--- config.mk ---
export PLATFORM = sky130hd
export DESIGN_NAME = clkchan_top
export DESIGN_NICKNAME = d
export VERILOG_FILES = /design/src/rtl/clkchan_pkg.sv /design/src/rtl/clkchan_ctrl.sv /design/src/rtl/clkchan_dp.sv /design/src/rtl/clkchan_top.sv
export SDC_FILE = /design/constraint.sdc
export NUM_CORES = 1
export LEC_CHECK = 0
export BUFFER_PORTS_ARGS = -buffer_cell sky130_fd_sc_hd__buf_2
export CORE_AREA = 5 5 121 123
export CTS_BUF_LIST = sky130_fd_sc_hd__clkbuf_4 sky130_fd_sc_hd__clkbuf_8
export DETAILED_ROUTE_END_ITERATION = 8
export DIE_AREA = 0 0 126 128
export MAX_ROUTING_LAYER = met4
export PLACE_DENSITY = 0.79
export SKIP_LAST_GASP = 1
export SLEW_MARGIN = 20
export SYNTH_ARGS = -nofsm -noshare
export SYNTH_HDL_FRONTEND = slang
export SYNTH_SLANG_ARGS = --single-unit
--- constraint.sdc ---
create_clock -name clk -period 5.05 [get_ports clk]
set_input_delay 0.2525 -clock clk [delete_from_list [all_inputs] [get_ports clk]]
set_output_delay 0.2525 -clock clk [all_outputs]
set_load 0.01 [all_outputs]
--- src/rtl/clkchan_pkg.sv ---
`timescale 1ns/1ps
package clkchan_pkg;
  localparam int WORD_W = 32;
  localparam int DIV_W  = 24;
  localparam int SEL_W  = 6;
  localparam int SEL_LO = 24;
  localparam int RSV_BIT = 30;
  localparam int EN_BIT  = 31;

  typedef struct packed {
    logic             gate;
    logic [SEL_W-1:0] sel;
    logic [DIV_W-1:0] div;
  } chanCfg_t;

  localparam logic [WORD_W-1:0] RESET_WORD = 32'h0000_0001;
endpackage

--- src/rtl/clkchan_ctrl.sv ---
`timescale 1ns/1ps
module clkchan_ctrl
  import clkchan_pkg::*;
#(
  parameter int ADDR_W  = 12,
  parameter int CHAN_ID = 3
) (
  input  logic              clk,
  input  logic              rstN,
  input  logic              wrEn,
  input  logic [ADDR_W-1:0] addr,
  input  logic [WORD_W-1:0] wrData,
  output logic [WORD_W-1:0] rdData,
  output chanCfg_t          cfg
);
  localparam logic [ADDR_W-1:0] MY_ADDR = ADDR_W'(CHAN_ID * 4);
  localparam logic [WORD_W-1:0] WR_MASK = ~(WORD_W'(1) << RSV_BIT);

  logic [WORD_W-1:0] wordQ;
  logic              hit;

  assign hit = (addr == MY_ADDR);

  always_ff @(posedge clk) begin
    if (!rstN) begin
      wordQ <= RESET_WORD;
    end else if (wrEn && hit) begin
      wordQ <= wrData & WR_MASK;
    end
  end

  assign rdData   = hit ? wordQ : '0;
  assign cfg.gate = wordQ[EN_BIT];
  assign cfg.sel  = wordQ[SEL_LO +: SEL_W];
  assign cfg.div  = wordQ[DIV_W-1:0];

  // a write that does not hit this channel leaves the word as it was
  p_foreign_write_r3: assert property (@(posedge clk) disable iff (!rstN)
    !(wrEn && hit) |=> $stable(wordQ));

  // the reserved bit never reads back as one
  p_reserved_zero_r2: assert property (@(posedge clk) disable iff (!rstN)
    rdData[RSV_BIT] == 1'b0);
endmodule

--- src/rtl/clkchan_dp.sv ---
`timescale 1ns/1ps
module clkchan_dp
  import clkchan_pkg::*;
#(
  parameter int NUM_SRC = 64
) (
  input  logic               clk,
  input  logic               rstN,
  input  logic [NUM_SRC-1:0] srcTick,
  input  chanCfg_t           cfg,
  output logic               clkOut
);
  localparam int SPACE = 1 << SEL_W;

  logic [SPACE-1:0] tickPad;
  logic [SEL_W-1:0] actSel, effSel;
  logic [DIV_W-1:0] actDiv, effDiv, cntQ;
  logic             actGate, outQ, safe, tick;

  generate
    if (NUM_SRC < SPACE) begin : g_pad
      assign tickPad = {{(SPACE-NUM_SRC){1'b0}}, srcTick};
    end else begin : g_full
      assign tickPad = srcTick[SPACE-1:0];
    end
  endgenerate

  // a period boundary with the output low is the only point a new word lands
  assign safe   = (cntQ == '0) && !outQ;
  assign effSel = safe ? cfg.sel : actSel;
  assign effDiv = safe ? cfg.div : actDiv;
  assign tick   = tickPad[effSel];

  always_ff @(posedge clk) begin
    if (!rstN) begin
      actSel  <= '0;
      actDiv  <= DIV_W'(1);
      actGate <= 1'b0;
      cntQ    <= '0;
      outQ    <= 1'b0;
    end else begin
      if (safe) begin
        actSel  <= cfg.sel;
        actDiv  <= cfg.div;
        actGate <= cfg.gate;
      end
      if (effDiv == '0) begin
        outQ <= 1'b0;
        cntQ <= '0;
      end else if (effDiv == DIV_W'(1)) begin
        outQ <= tick;
        cntQ <= '0;
      end else if (tick) begin
        outQ <= (cntQ < (effDiv >> 1));
        cntQ <= (cntQ == effDiv - DIV_W'(1)) ? '0 : cntQ + DIV_W'(1);
      end
    end
  end

  assign clkOut = outQ & actGate;

  // the active settings change only from a low, period-aligned state
  p_load_safe_r9: assert property (@(posedge clk) disable iff (!rstN)
    (!$stable(actDiv) || !$stable(actSel) || !$stable(actGate)) |->
      ($past(outQ) == 1'b0 && $past(cntQ) == '0));

  // the phase counter stays inside the active period
  p_cnt_range_r5: assert property (@(posedge clk) disable iff (!rstN)
    (actDiv > DIV_W'(1)) |-> (cntQ < actDiv));

  // a stopped divider with no pending change keeps the output low
  p_stopped_low_r7: assert property (@(posedge clk) disable iff (!rstN)
    (actDiv == '0 && cfg.div == '0) |=> !outQ);

  // in pass-through each selected tick shows up on the next cycle
  p_passthru_r6: assert property (@(posedge clk) disable iff (!rstN)
    (effDiv == DIV_W'(1) && tick) |=> outQ);
endmodule

--- src/rtl/clkchan_top.sv ---
`timescale 1ns/1ps
module clkchan_top
  import clkchan_pkg::*;
#(
  parameter int NUM_SRC = 64,
  parameter int ADDR_W  = 12,
  parameter int CHAN_ID = 3
) (
  input  logic               clk,
  input  logic               rstN,
  input  logic [NUM_SRC-1:0] srcTick,
  input  logic               wrEn,
  input  logic [ADDR_W-1:0]  addr,
  input  logic [31:0]        wrData,
  output logic [31:0]        rdData,
  output logic               clkOut
);
  chanCfg_t cfg;

  clkchan_ctrl #(.ADDR_W(ADDR_W), .CHAN_ID(CHAN_ID)) ctrl_i (
    .clk(clk), .rstN(rstN), .wrEn(wrEn), .addr(addr),
    .wrData(wrData), .rdData(rdData), .cfg(cfg)
  );

  clkchan_dp #(.NUM_SRC(NUM_SRC)) dp_i (
    .clk(clk), .rstN(rstN), .srcTick(srcTick), .cfg(cfg), .clkOut(clkOut)
  );

  // a disabled channel shows no high level once the enable has settled low
  p_gate_off_r8: assert property (@(posedge clk) disable iff (!rstN)
    (!cfg.gate && !clkOut) |=> !clkOut);
endmodule

After elaboration in Yosys (flattened, before gate mapping)
Cells that the tools add are included.

Flip-flop bits (word level): 87. Bits of input ports: 111. Output and inout port bits: 33.

$add $sub $neg: 2. $lt $le $gt $ge: 2. Equal/unequal tests: 3. Muxes and demuxes: 8. Bitwise gates (word level): 2. Reduce and logical (&&, ||, !) cells: 8.

Operators by type and width (number): 24-bit zero test (2); 24-bit 2-to-1 mux (2); 32-bit 2-to-1 mux (1); 24-bit by 1-bit adder with 24-bit output (second input constant) (1); 24-bit by 1-bit == test with 1-bit output (second input constant) (1); 24-bit == test (1); 24-bit by 23-bit < comparator with 1-bit output (1); 24-bit by 1-bit subtractor with 24-bit output (second input constant) (1); 12-bit by 4-bit == test with 1-bit output (second input constant) (1); 6-bit by 7-bit < comparator with 1-bit output (second input constant) (1); 1-bit binary-select mux with 6-bit select (1); 6-bit 2-to-1 mux (1); 1-bit 2-to-1 mux (3); 3-bit OR reduction (1); 1-bit logical AND (2); 2-bit nonzero test (1); 2-bit OR reduction (1); 1-bit bitwise AND (1); 1-bit zero test (1); 1-bit NOT (1).

Longest topological paths before layout
Gate-level depths: netlist of run 1.

Depth in word-level cells: 7. Depth in mapped cells: 24.

Hierarchy
Synthesis of run 1 repeated with hierarchy kept, for this count alone.

Cells, all modules: 865. Area total of the unflattened synthesis: 6962.9 um^2.

By module, submodules not included: clkchan_dp (instances 1, cells each 689, area each 5437.7 um^2, seq. area each 1121.1 um^2); clkchan_ctrl (instances 1, cells each 176, area each 1525.2 um^2, seq. area each 620.6 um^2).

Worst setup path before layout of run 1
OpenSTA, ideal clock, no wires.

Path kind: reg2reg. Start: reg dp_i.cntQ[1]. End: reg dp_i.cntQ[22]. Setup time: 125 ps. Arrival time: 5075 ps. Data required time: 4925 ps. Path slack: -150 ps. Cell stages (with the launch flop): 25. Buffers on the path: 7. Period minus slack after synthesis: 5200 ps. Path through: dfxtp_1 > clkbuf_1 > inv_1 > ha_1 > nor4b_2 > and4_1 > buf_4 > nand2_4 > buf_6 > buf_6 > buf_2 > mux2i_1 > ha_1 > clkbuf_1 > nor3b_1 > xnor2_1 > a221oi_1 > a31oi_1 > or4b_1 > nor4b_1 > nand4_1 > or4_4 > o21ai_4 > buf_6 > a21oi_1.

Longest elaborated chain between the ends: 6.

RTL lines: from (decl) (RTL line clkchan_dp.sv:17) `logic [DIV_W-1:0] actDiv, effDiv, cntQ;`; from (signal assigned) (RTL line clkchan_dp.sv:55) `cntQ <= (cntQ == effDiv - DIV_W'(1)) ? '0 : cntQ + DIV_W'(1);`; 24-bit zero test (RTL line clkchan_dp.sv:29) `assign safe = (cntQ == '0) && !outQ;`; 1-bit logical AND (RTL line clkchan_dp.sv:29); 24-bit 2-to-1 mux (RTL line clkchan_dp.sv:31) `assign effDiv = safe ? cfg.div : actDiv;`; 24-bit by 1-bit subtractor with 24-bit output (RTL line clkchan_dp.sv:55); 24-bit == test (RTL line clkchan_dp.sv:55); 24-bit 2-to-1 mux (RTL line clkchan_dp.sv:55).

Parallel ways exist; a longest one is shown, timed or not. The select of a mux whose other input is x is not followed. A chain may end at the register's enable or synchronous reset.

Worst setup path in the final report of run 1
Start: reg dp_i.cntQ[0]. End: reg dp_i.cntQ[3].

Same word-level chain as after synthesis.

==> reports/results.md, run 1 <==
| Step | Metric | Reported |
| --- | --- | --- |
| setup path | Startpoint-to-endpoint class of the critical path | register to register |
| clock tree | Clock buffer count from CTS | 9 |
| place | Worst setup slack after placement | 0.165 ns |
| sta | Post-route fraction of the period consumed by the critical path | 95.4% |
| setup path | Category of the worst setup path launch point | register |
| logic synthesis | Yosys synthesis warning count | 0 |
| layout | Post-layout utilization of the core | 58.2% |
| detailed routing | Routed length per instance | 17.9 µm |
| clock tree | Clock root buffer | clkbuf_8 |
| place | Placer congestion estimate | 0.935 |
| detailed routing | Number of detailed-routing iterations run before antenna repair | 5 |
| hold path | Number of instances on the worst hold path | 3 |
| logic synthesis | Leading register cell type out of synthesis | dfxtp_1 |
| sta | RSZ-0062 raised after global routing | no |
| sta | Worst-case hold slack | 0.0865 ns |
| place | Dpl cells | 1168 |
| die | Core area | 13600 µm² |
| logic synthesis | Post-synthesis register bit count | 87 |
| pwr | Post-route total power | 2.06 mW |
| clock tree | Number of H-tree levels | 3 |
| setup path | R2r worst-path depth | 18 |
| logic synthesis | Count of unique library cells instantiated by Yosys | 79 |
| setup path | Arrival time worst endpoint | 5.08 ns |
| global routing | Overflow left after global routing | 0 |
| place | Total cell area at the placement stage | 7690 µm² |
| global routing | Global-route wire length before repair | 34100 µm |
| sta | Total Neg Setup Slack | 0 ns |
| logic synthesis | Sequential share of the synthesized area | 25.4% |
| logic synthesis | Dominant cell by count in the synthesized netlist | nand2_1 |
| clock tree | Clock transition at the registers of the reported paths | 0.09 ns |
| sta | Post-layout worst setup margin | 0.232 ns |
| layout | Final layout net count | 1137 |
| logic synthesis | Ys async rst share | 0% |
| logic synthesis | Complex-gate fraction of the synthesized area | 21.0% |
| detailed routing | Per-cell via count in the routed design | 6.10 |
| setup path | CP Max Fanout | 18 |
| hold path | Worst min path class | primary input to register |
| logic synthesis | Mean cell area of the mapped netlist | 7.80 µm² |
| setup path | Crit-path slowest cell | or4b_1 |
| die | Initial Utilization | 50.5% |
| clock tree | Largest buffer count on any clock path | 2 |
| setup path | Critical path origin | dp_i.cntQ[0]$_SDFFE_PP0P_ |
| layout | Fraction of final layout cells sized beyond drive strength 1 | 22.2% |
| sta | Number of pins exceeding their max-slew limit in the final report | 0 |
| detailed routing | Wire length after detailed routing | 21200 µm |
| global routing | Largest net degree at the start of global routing | 61 |
| setup path | Number of buffers and inverters on the critical path | 3 |
| pwr | P_leak | 3.22 nW |
| logic synthesis | Synth area leaders | dfxtp_1 25%, a21oi_1 5.1%, nand2_1 5.0% |
| logic synthesis | Portion of synthesized cell area occupied by the leading cell type | 25.4% |
| setup path | CP delay by family, top | simple AND/OR/NAND/NOR gates |
| sta | Relative slew slack | 33.0% |
| clock tree | Number of setup buffers added after CTS | 0 |
| logic synthesis | Instance count of the mapped netlist | 878 |
| clock tree | # resized after CTS | 0 |
| die | Row count | 43 |
| logic synthesis | Number of flops mapped to enable cells by yosys | 0 |
| setup path | Logic depth of the worst setup path including buffers | 18 |
| clock tree | Cts-stage hold buffer count | 0 |
| clock tree | Worst-skew pair later-pin latency | 0.38 ns |
| setup path | Critical register-to-register path startpoint | dp_i.cntQ[0]$_SDFFE_PP0P_ |
| logic synthesis | Mux cell area share after synthesis | 7.58% |
| logic synthesis | Syn_nets | 1015 |
| place | HPWL reported at the end of detailed placement | 15700 µm |
| outcome | Result of the run | complete, no violations |
| layout | Ant diodes | 0 |
| place | Quantity of I/O buffers inserted on ports | 141 |
| setup path | Cells along the critical path | inv_1 > ha_1 > nor4b_2 > and4_1 > nand2_4 > mux2i_1 > ha_1 > inv_1 > or3_1 > xnor2_1 > a31oi_1 > or4b_1 > nor4b_1 > nand4_1 > or4_4 > o21ai_4 > buf_12 > nor2_1 |
| detailed routing | Via count | 7231 |
| logic synthesis | Most frequent cells after synthesis | 91 x nand2_1, 87 x dfxtp_1, 70 x a21oi_1 |
| sta | Min Tclk post-route | 4.82 ns |
| layout | Syn-to-layout area delta | 15.2% |
| global routing | Global Route Usage Sum | 26.2% |
| logic synthesis | Cell taking the most area after synthesis | dfxtp_1 |
| pwr | Worst ir drop on vdd | 0.217 mV |
| layout | Post-route cell area | 7890 µm² |
| job | Max-capacitance violation count | 0 |
| sta | Clock skew | 0.0141 ns |
| sta | Transition time at the pin with the least slew margin | 1.00 ns |
| logic synthesis | Summed instance area of the synthesized netlist | 6850 µm² |
| sta | Setup violators final | 0 |
| hold path | Worst Hold Launch | wrData[0] |
| logic synthesis | Adder and majority cell fraction of the synthesized area | 4.75% |
| logic synthesis | Combinational family with the most area after synthesis | simple AND/OR/NAND/NOR gates |
| detailed routing | 1st-iter DRT viols | 763 |
| logic synthesis | Synth Area in XOR/XNOR | 6.10% |
| die | Ports | 144 |
| pwr | Power density over the cells | 261 nW/µm² |
| setup path | Required time of the critical path | 5.31 ns |
| setup path | Kind of end point of the critical path | register |
| global routing | Number of global-route vias before repair | 6946 |
| detailed routing | Remaining routing DRC violations | 0 |
| die | Vertical die dimension | 128 µm |
| layout | Non-Filler Instances | 1185 |
| global routing | Number of antenna violations at the first check in global routing | 0 |
| clock tree | TritonCTS clock tree | done |
| sta | Final hold violations | 0 |
| die | Total die area | 16100 µm² |
| die | Die boundary width | 126 µm |
| logic synthesis | Basic-gate share of the synthesized area counting and, or, nand and nor cells | 29.8% |
| clock tree | Sinks on the clock net | 87 |
| setup path | CP max stage delay | 0.55 ns |
| detailed routing | Antenna-violating nets left | 0 |
| sta | Highest achievable clock rate | 208 MHz |
-- worst register-to-register path, stage by stage (launching register included) --
cell and delay, ns:
dfxtp_1 0.32, inv_1 0.14, ha_1 0.19, nor4b_2 0.33, and4_1 0.35, nand2_4 0.13, mux2i_1 0.23, ha_1 0.34
inv_1 0.16, or3_1 0.34, xnor2_1 0.15, a31oi_1 0.10, or4b_1 0.55, nor4b_1 0.36, nand4_1 0.13, or4_4 0.47
o21ai_4 0.18, buf_12 0.17, nor2_1 0.07
-- layer usage --
metal	vias to the layer above	GRT usage [%]	routed length, µm
met3	54	5.46	1660
met4	0	10.3	672
met2	351	42.6	9930
met1	3350	32.0	8910
met5	-	-	0
li1	3476	-	-
-- cell families after synthesis --
| logic type | after synthesis |
|---|---|
| other | 1 |
| AND/OR/NAND/NOR | 384 |
| flip-flops | 87 |
| buffers and inverters | 74 |
| multiplexers | 44 |
| adder cells (fa/ha/maj) | 26 |
| XOR/XNOR | 43 |
| AO/OA/AOI/OAI | 219 |
-- flip-flops by register name (all words and copies together), names as in the netlist --
register and cells:
ctrl_i.wordQ 31, dp_i.actDiv 24, dp_i.cntQ 24, dp_i.actSel 6, dp_i.actGate 1, dp_i.outQ 1
-- placed cells by master, fill, tap and decap left out, types with 12 or more instances in the layout --
cell and count:
buf_2 141, mux2i_1 26, nand2_1 91, buf_4 29
nand3_1 38, ha_1 26, nor4_1 19, nand4_1 12
o21ai_0 40, nor2_1 60, nor3_1 32, and3_1 18
inv_1 13, and2_1 38, dfxtp_1 87, a21oi_1 70
or4_1 13, xnor2_1 29, or3_1 13
-- area by class of cell --
| class | count | area, µm² |
|---|---|---|
| tap | 180 | 225 |
| inverter | 14 | 52.6 |
| clock inverter | 6 | 46.3 |
| timing repair buffer | 171 | 943 |
| clock buffer | 10 | 131 |
| multi-input combinational | 717 | 4750 |
| fill | 1270 | 5670 |
| sequential | 87 | 1740 |
-- path summary, 6_finish.rpt --
check / to / slack [ns]
worst max-delay path: dp_i.cntQ[3]$_SDFFE_PP0P_ / 0.23
worst min-delay path: ctrl_i.wordQ[0]$_SDFFE_PN1P_ / 0.09
worst max register to register: dp_i.cntQ[3]$_SDFFE_PP0P_ / 0.23
worst min register to register: dp_i.actGate$_SDFFE_PN0N_ / 0.48
-- report_power, final --
group / total (mW) / internal [mW] / leakage, nW / switching [mW]
Clock: 0.452 / 0.187 / 0.0863 / 0.265
Combinational: 0.914 / 0.346 / 2.43 / 0.568
Sequential: 0.696 / 0.692 / 0.701 / 0.00430
Total: 2.06 / 1.22 / 3.22 / 0.837
No activity file was read; power rests on OpenSTA's default activity.
==> run 2: changes to the inputs <==
--- a/config.mk
+++ b/config.mk
@@ -5,13 +5,13 @@
 export SDC_FILE = /design/constraint.sdc
 export NUM_CORES = 1
 export LEC_CHECK = 0
-export BUFFER_PORTS_ARGS = -buffer_cell sky130_fd_sc_hd__buf_2
-export CORE_AREA = 5 5 121 123
+export CORE_AREA = 5 5 113 115
 export CTS_BUF_LIST = sky130_fd_sc_hd__clkbuf_4 sky130_fd_sc_hd__clkbuf_8
 export DETAILED_ROUTE_END_ITERATION = 8
-export DIE_AREA = 0 0 126 128
+export DIE_AREA = 0 0 118 120
+export DONT_BUFFER_PORTS = 1
 export MAX_ROUTING_LAYER = met4
-export PLACE_DENSITY = 0.79
+export PLACE_DENSITY = 0.78
 export SKIP_LAST_GASP = 1
 export SLEW_MARGIN = 20
 export SYNTH_ARGS = -nofsm -noshare
==> run 2 against run 1 <==
Against the previous run: first-iteration DRC count is 19% lower; clock power is 9.5% higher; sequential power hardly changed; critical path type unchanged; critical endpoint is now dp_i.cntQ[20]$_SDFFE_PP0P_.
==> reports/results.md, run 2 (synthesized netlist as in run 1, its figures left out) <==
| Step | Metric | Reported | Delta |
| --- | --- | --- | --- |
| setup path | CP max stage delay | 0.57 ns | was 0.55 ns |
| pwr | P_leak | 2.65 nW | was 3.22 nW |
| die | Row count | 40 | was 43 |
| clock tree | Clock transition at the registers of the reported paths | 0.09 ns | about the same |
| place | Total cell area at the placement stage | 6910 µm² | was 7690 µm² |
| setup path | Number of buffers and inverters on the critical path | 3 | unchanged |
| die | Initial Utilization | 58.5% | was 50.5% |
| place | Placer congestion estimate | 1.02 | was 0.935 |
| hold path | Worst Hold Launch | wrData[19] | was wrData[0] |
| sta | Setup violators final | 0 | unchanged |
| layout | Syn-to-layout area delta | 5.72% | was 15.2% |
| setup path | Cells along the critical path | inv_1 > ha_1 > nor4b_2 > and4_1 > nand2_4 > mux2i_2 > ha_1 > inv_1 > or3_1 > xnor2_1 > a31oi_1 > or4b_1 > nor4b_2 > nand4_1 > or4_4 > o21ai_4 > buf_4 > a21oi_1 | was inv_1 > ha_1 > nor4b_2 > and4_1 > nand2_4 > mux2i_1 > ha_1 > inv_1 > or3_1 > xnor2_1 > a31oi_1 > or4b_1 > nor4b_1 > nand4_1 > or4_4 > o21ai_4 > buf_12 > nor2_1 |
| layout | Post-route cell area | 7240 µm² | was 7890 µm² |
| setup path | Startpoint-to-endpoint class of the critical path | register to register | unchanged |
| detailed routing | Wire length after detailed routing | 20600 µm | was 21200 µm |
| global routing | Overflow left after global routing | 0 | unchanged |
| sta | Final hold violations | 0 | unchanged |
| die | Vertical die dimension | 120 µm | was 128 µm |
| sta | Worst-case hold slack | 0.00787 ns | was 0.0865 ns |
| layout | Ant diodes | 0 | unchanged |
| sta | Number of pins exceeding their max-slew limit in the final report | 0 | unchanged |
| die | Core area | 11700 µm² | was 13600 µm² |
| detailed routing | Per-cell via count in the routed design | 6.75 | was 6.10 |
| sta | Post-layout worst setup margin | 0.367 ns | was 0.232 ns |
| clock tree | Largest buffer count on any clock path | 2 | unchanged |
| sta | Clock skew | 0.00513 ns | was 0.0141 ns |
| global routing | Number of global-route vias before repair | 6631 | was 6946 |
| global routing | Number of antenna violations at the first check in global routing | 0 | unchanged |
| detailed routing | Remaining routing DRC violations | 0 | unchanged |
| global routing | Global Route Usage Sum | 28.9% | was 26.2% |
| setup path | Required time of the critical path | 5.31 ns | about the same |
| sta | Transition time at the pin with the least slew margin | 0.955 ns | was 1.00 ns |
| clock tree | Clock root buffer | clkbuf_8 | unchanged |
| detailed routing | Via count | 6850 | was 7231 |
| setup path | Category of the worst setup path launch point | register | unchanged |
| sta | Total Neg Setup Slack | 0 ns | unchanged |
| setup path | CP delay by family, top | simple AND/OR/NAND/NOR gates | unchanged |
| layout | Non-Filler Instances | 1015 | was 1185 |
| global routing | Largest net degree at the start of global routing | 61 | unchanged |
| layout | Commonest cells after routing, fill and taps aside | 91 x nand2_1, 87 x dfxtp_1, 70 x a21oi_1 | was 141 x buf_2, 91 x nand2_1, 87 x dfxtp_1 |
| job | Max-capacitance violation count | 0 | unchanged |
| layout | Fraction of final layout cells sized beyond drive strength 1 | 8.76% | was 22.2% |
| pwr | Worst ir drop on vdd | 0.217 mV | about the same |
| clock tree | Worst-skew pair later-pin latency | 0.37 ns | was 0.38 ns |
| layout | Most frequent standard cell in the layout excluding fill and tap cells | nand2_1 | was buf_2 |
| layout | Max FFs per register | 31 | unchanged |
| die | Total die area | 14200 µm² | was 16100 µm² |
| place | HPWL reported at the end of detailed placement | 15400 µm | was 15700 µm |
| sta | Post-route fraction of the period consumed by the critical path | 92.7% | was 95.4% |
| global routing | Global-route wire length before repair | 33200 µm | was 34100 µm |
| layout | Biggest regs | ctrl_i.wordQ: 31 flops, dp_i.actDiv: 24 flops, dp_i.cntQ: 24 flops | unchanged |
| setup path | CP Max Fanout | 9 | was 18 |
| setup path | Crit-path slowest cell | or4b_1 | unchanged |
| clock tree | TritonCTS clock tree | done | unchanged |
| sta | Highest achievable clock rate | 214 MHz | was 208 MHz |
| pwr | Power density over the cells | 287 nW/µm² | was 261 nW/µm² |
| setup path | Kind of end point of the critical path | register | unchanged |
| clock tree | Clock buffer count from CTS | 9 | unchanged |
| detailed routing | Routed length per instance | 20.3 µm | was 17.9 µm |
| place | Quantity of I/O buffers inserted on ports | 0 | was 141 |
| layout | Register with the most flip-flops | ctrl_i.wordQ | unchanged |
| clock tree | Number of H-tree levels | 3 | unchanged |
| detailed routing | 1st-iter DRT viols | 616 | was 763 |
| layout | Number of fill cells in the layout | 1026 | was 1270 |
| die | Die boundary width | 118 µm | was 126 µm |
| sta | Min Tclk post-route | 4.68 ns | was 4.82 ns |
| detailed routing | Antenna-violating nets left | 0 | unchanged |
| die | Ports | 144 | unchanged |
| outcome | Result of the run | complete, no violations | unchanged |
| setup path | Critical path origin | dp_i.cntQ[0]$_SDFFE_PP0P_ | unchanged |
| place | Worst setup slack after placement | 0.249 ns | was 0.165 ns |
| sta | RSZ-0062 raised after global routing | no | unchanged |
| place | Dpl cells | 988 | was 1168 |
| layout | Final layout net count | 1001 | was 1137 |
| clock tree | Sinks on the clock net | 87 | unchanged |
| sta | Relative slew slack | 36.3% | was 33.0% |
| detailed routing | Number of detailed-routing iterations run before antenna repair | 5 | unchanged |
| setup path | Critical register-to-register path startpoint | dp_i.cntQ[0]$_SDFFE_PP0P_ | unchanged |
| hold path | Worst min path class | primary input to register | unchanged |
| setup path | Arrival time worst endpoint | 4.95 ns | was 5.08 ns |
-- run 2: cell count changes in the layout (fill, tap and decap cells not counted), moves of 2 or more --
cell           before  now
buf_2             141    0
dlygate4sd3_1       0   10
buf_4              29   23
clkinv_4            2    0
inv_6               1    3
-- run 2: final cells by class --
class,count,area [µm²],share of cell area [%]
Tap cell,147,184,2.54
Timing Repair Buffer,35,313,4.32
Sequential cell,87,1740,24.1
Clock buffer,9,124,1.71
Multi-Input combinational cell,717,4760,65.7
Inverter,14,52.6,0.726
Clock inverter,6,68.8,0.950
-- run 2: final timing paths --
path | to | slack, ns | cells after the start
max reg2reg | dp_i.cntQ[20]$_SDFFE_PP0P_ | 0.37 | 18
min | ctrl_i.wordQ[19]$_SDFFE_PN0P_ | 0.008 | 2
max | dp_i.cntQ[20]$_SDFFE_PP0P_ | 0.37 | 18
min reg2reg | dp_i.actGate$_SDFFE_PN0N_ | 0.47 | 2
-- run 2: worst register-to-register path, delay by kind of cell, from the launching register on --
family | cells | cell delay (ns)
simple gates | 8 | 2.55
fa+ha+maj | 2 | 0.47
buf+inv | 3 | 0.46
compound gates | 3 | 0.35
flops | 1 | 0.32
mux | 1 | 0.29
xor+xnor | 1 | 0.14
-- run 2: power by group --
group          leakage (nW)  internal [mW]  switching, mW  total, mW
combinational          1.85          0.331          0.554      0.885
clock                0.0965          0.230          0.265      0.495
sequential            0.701          0.692        0.00353      0.695
-- run 2: metrics by stage --
step | util [%] | power (mW)
after floorplan | - | 1.39
after global placement | 59.0 | 1.51
after detailed placement | 59.0 | 1.53
after CTS | 61.4 | 2.02
after global routing | 61.8 | 2.17
final | 61.8 | 2.08
-- run 2: timing repair --
| item | CTS | global route |
|---|---|---|
| setup endpoints to repair | 0 | 21 |
| hold buffers | 8 | 2 |
| gates resized for setup | 0 | 1 |
| buffers inserted | 0 | 2 |
| hold endpoints to repair | 10 | 2 |
-- run 2: per-layer routing --
layer | vias to the layer above | track usage [%] | part of all wire (%)
met5 | - | - | 0
met3 | 71 | 6.13 | 8.0
li1 | 3200 | - | -
met2 | 366 | 47.8 | 48
met4 | 0 | 14.6 | 4.3
met1 | 3213 | 33.2 | 39
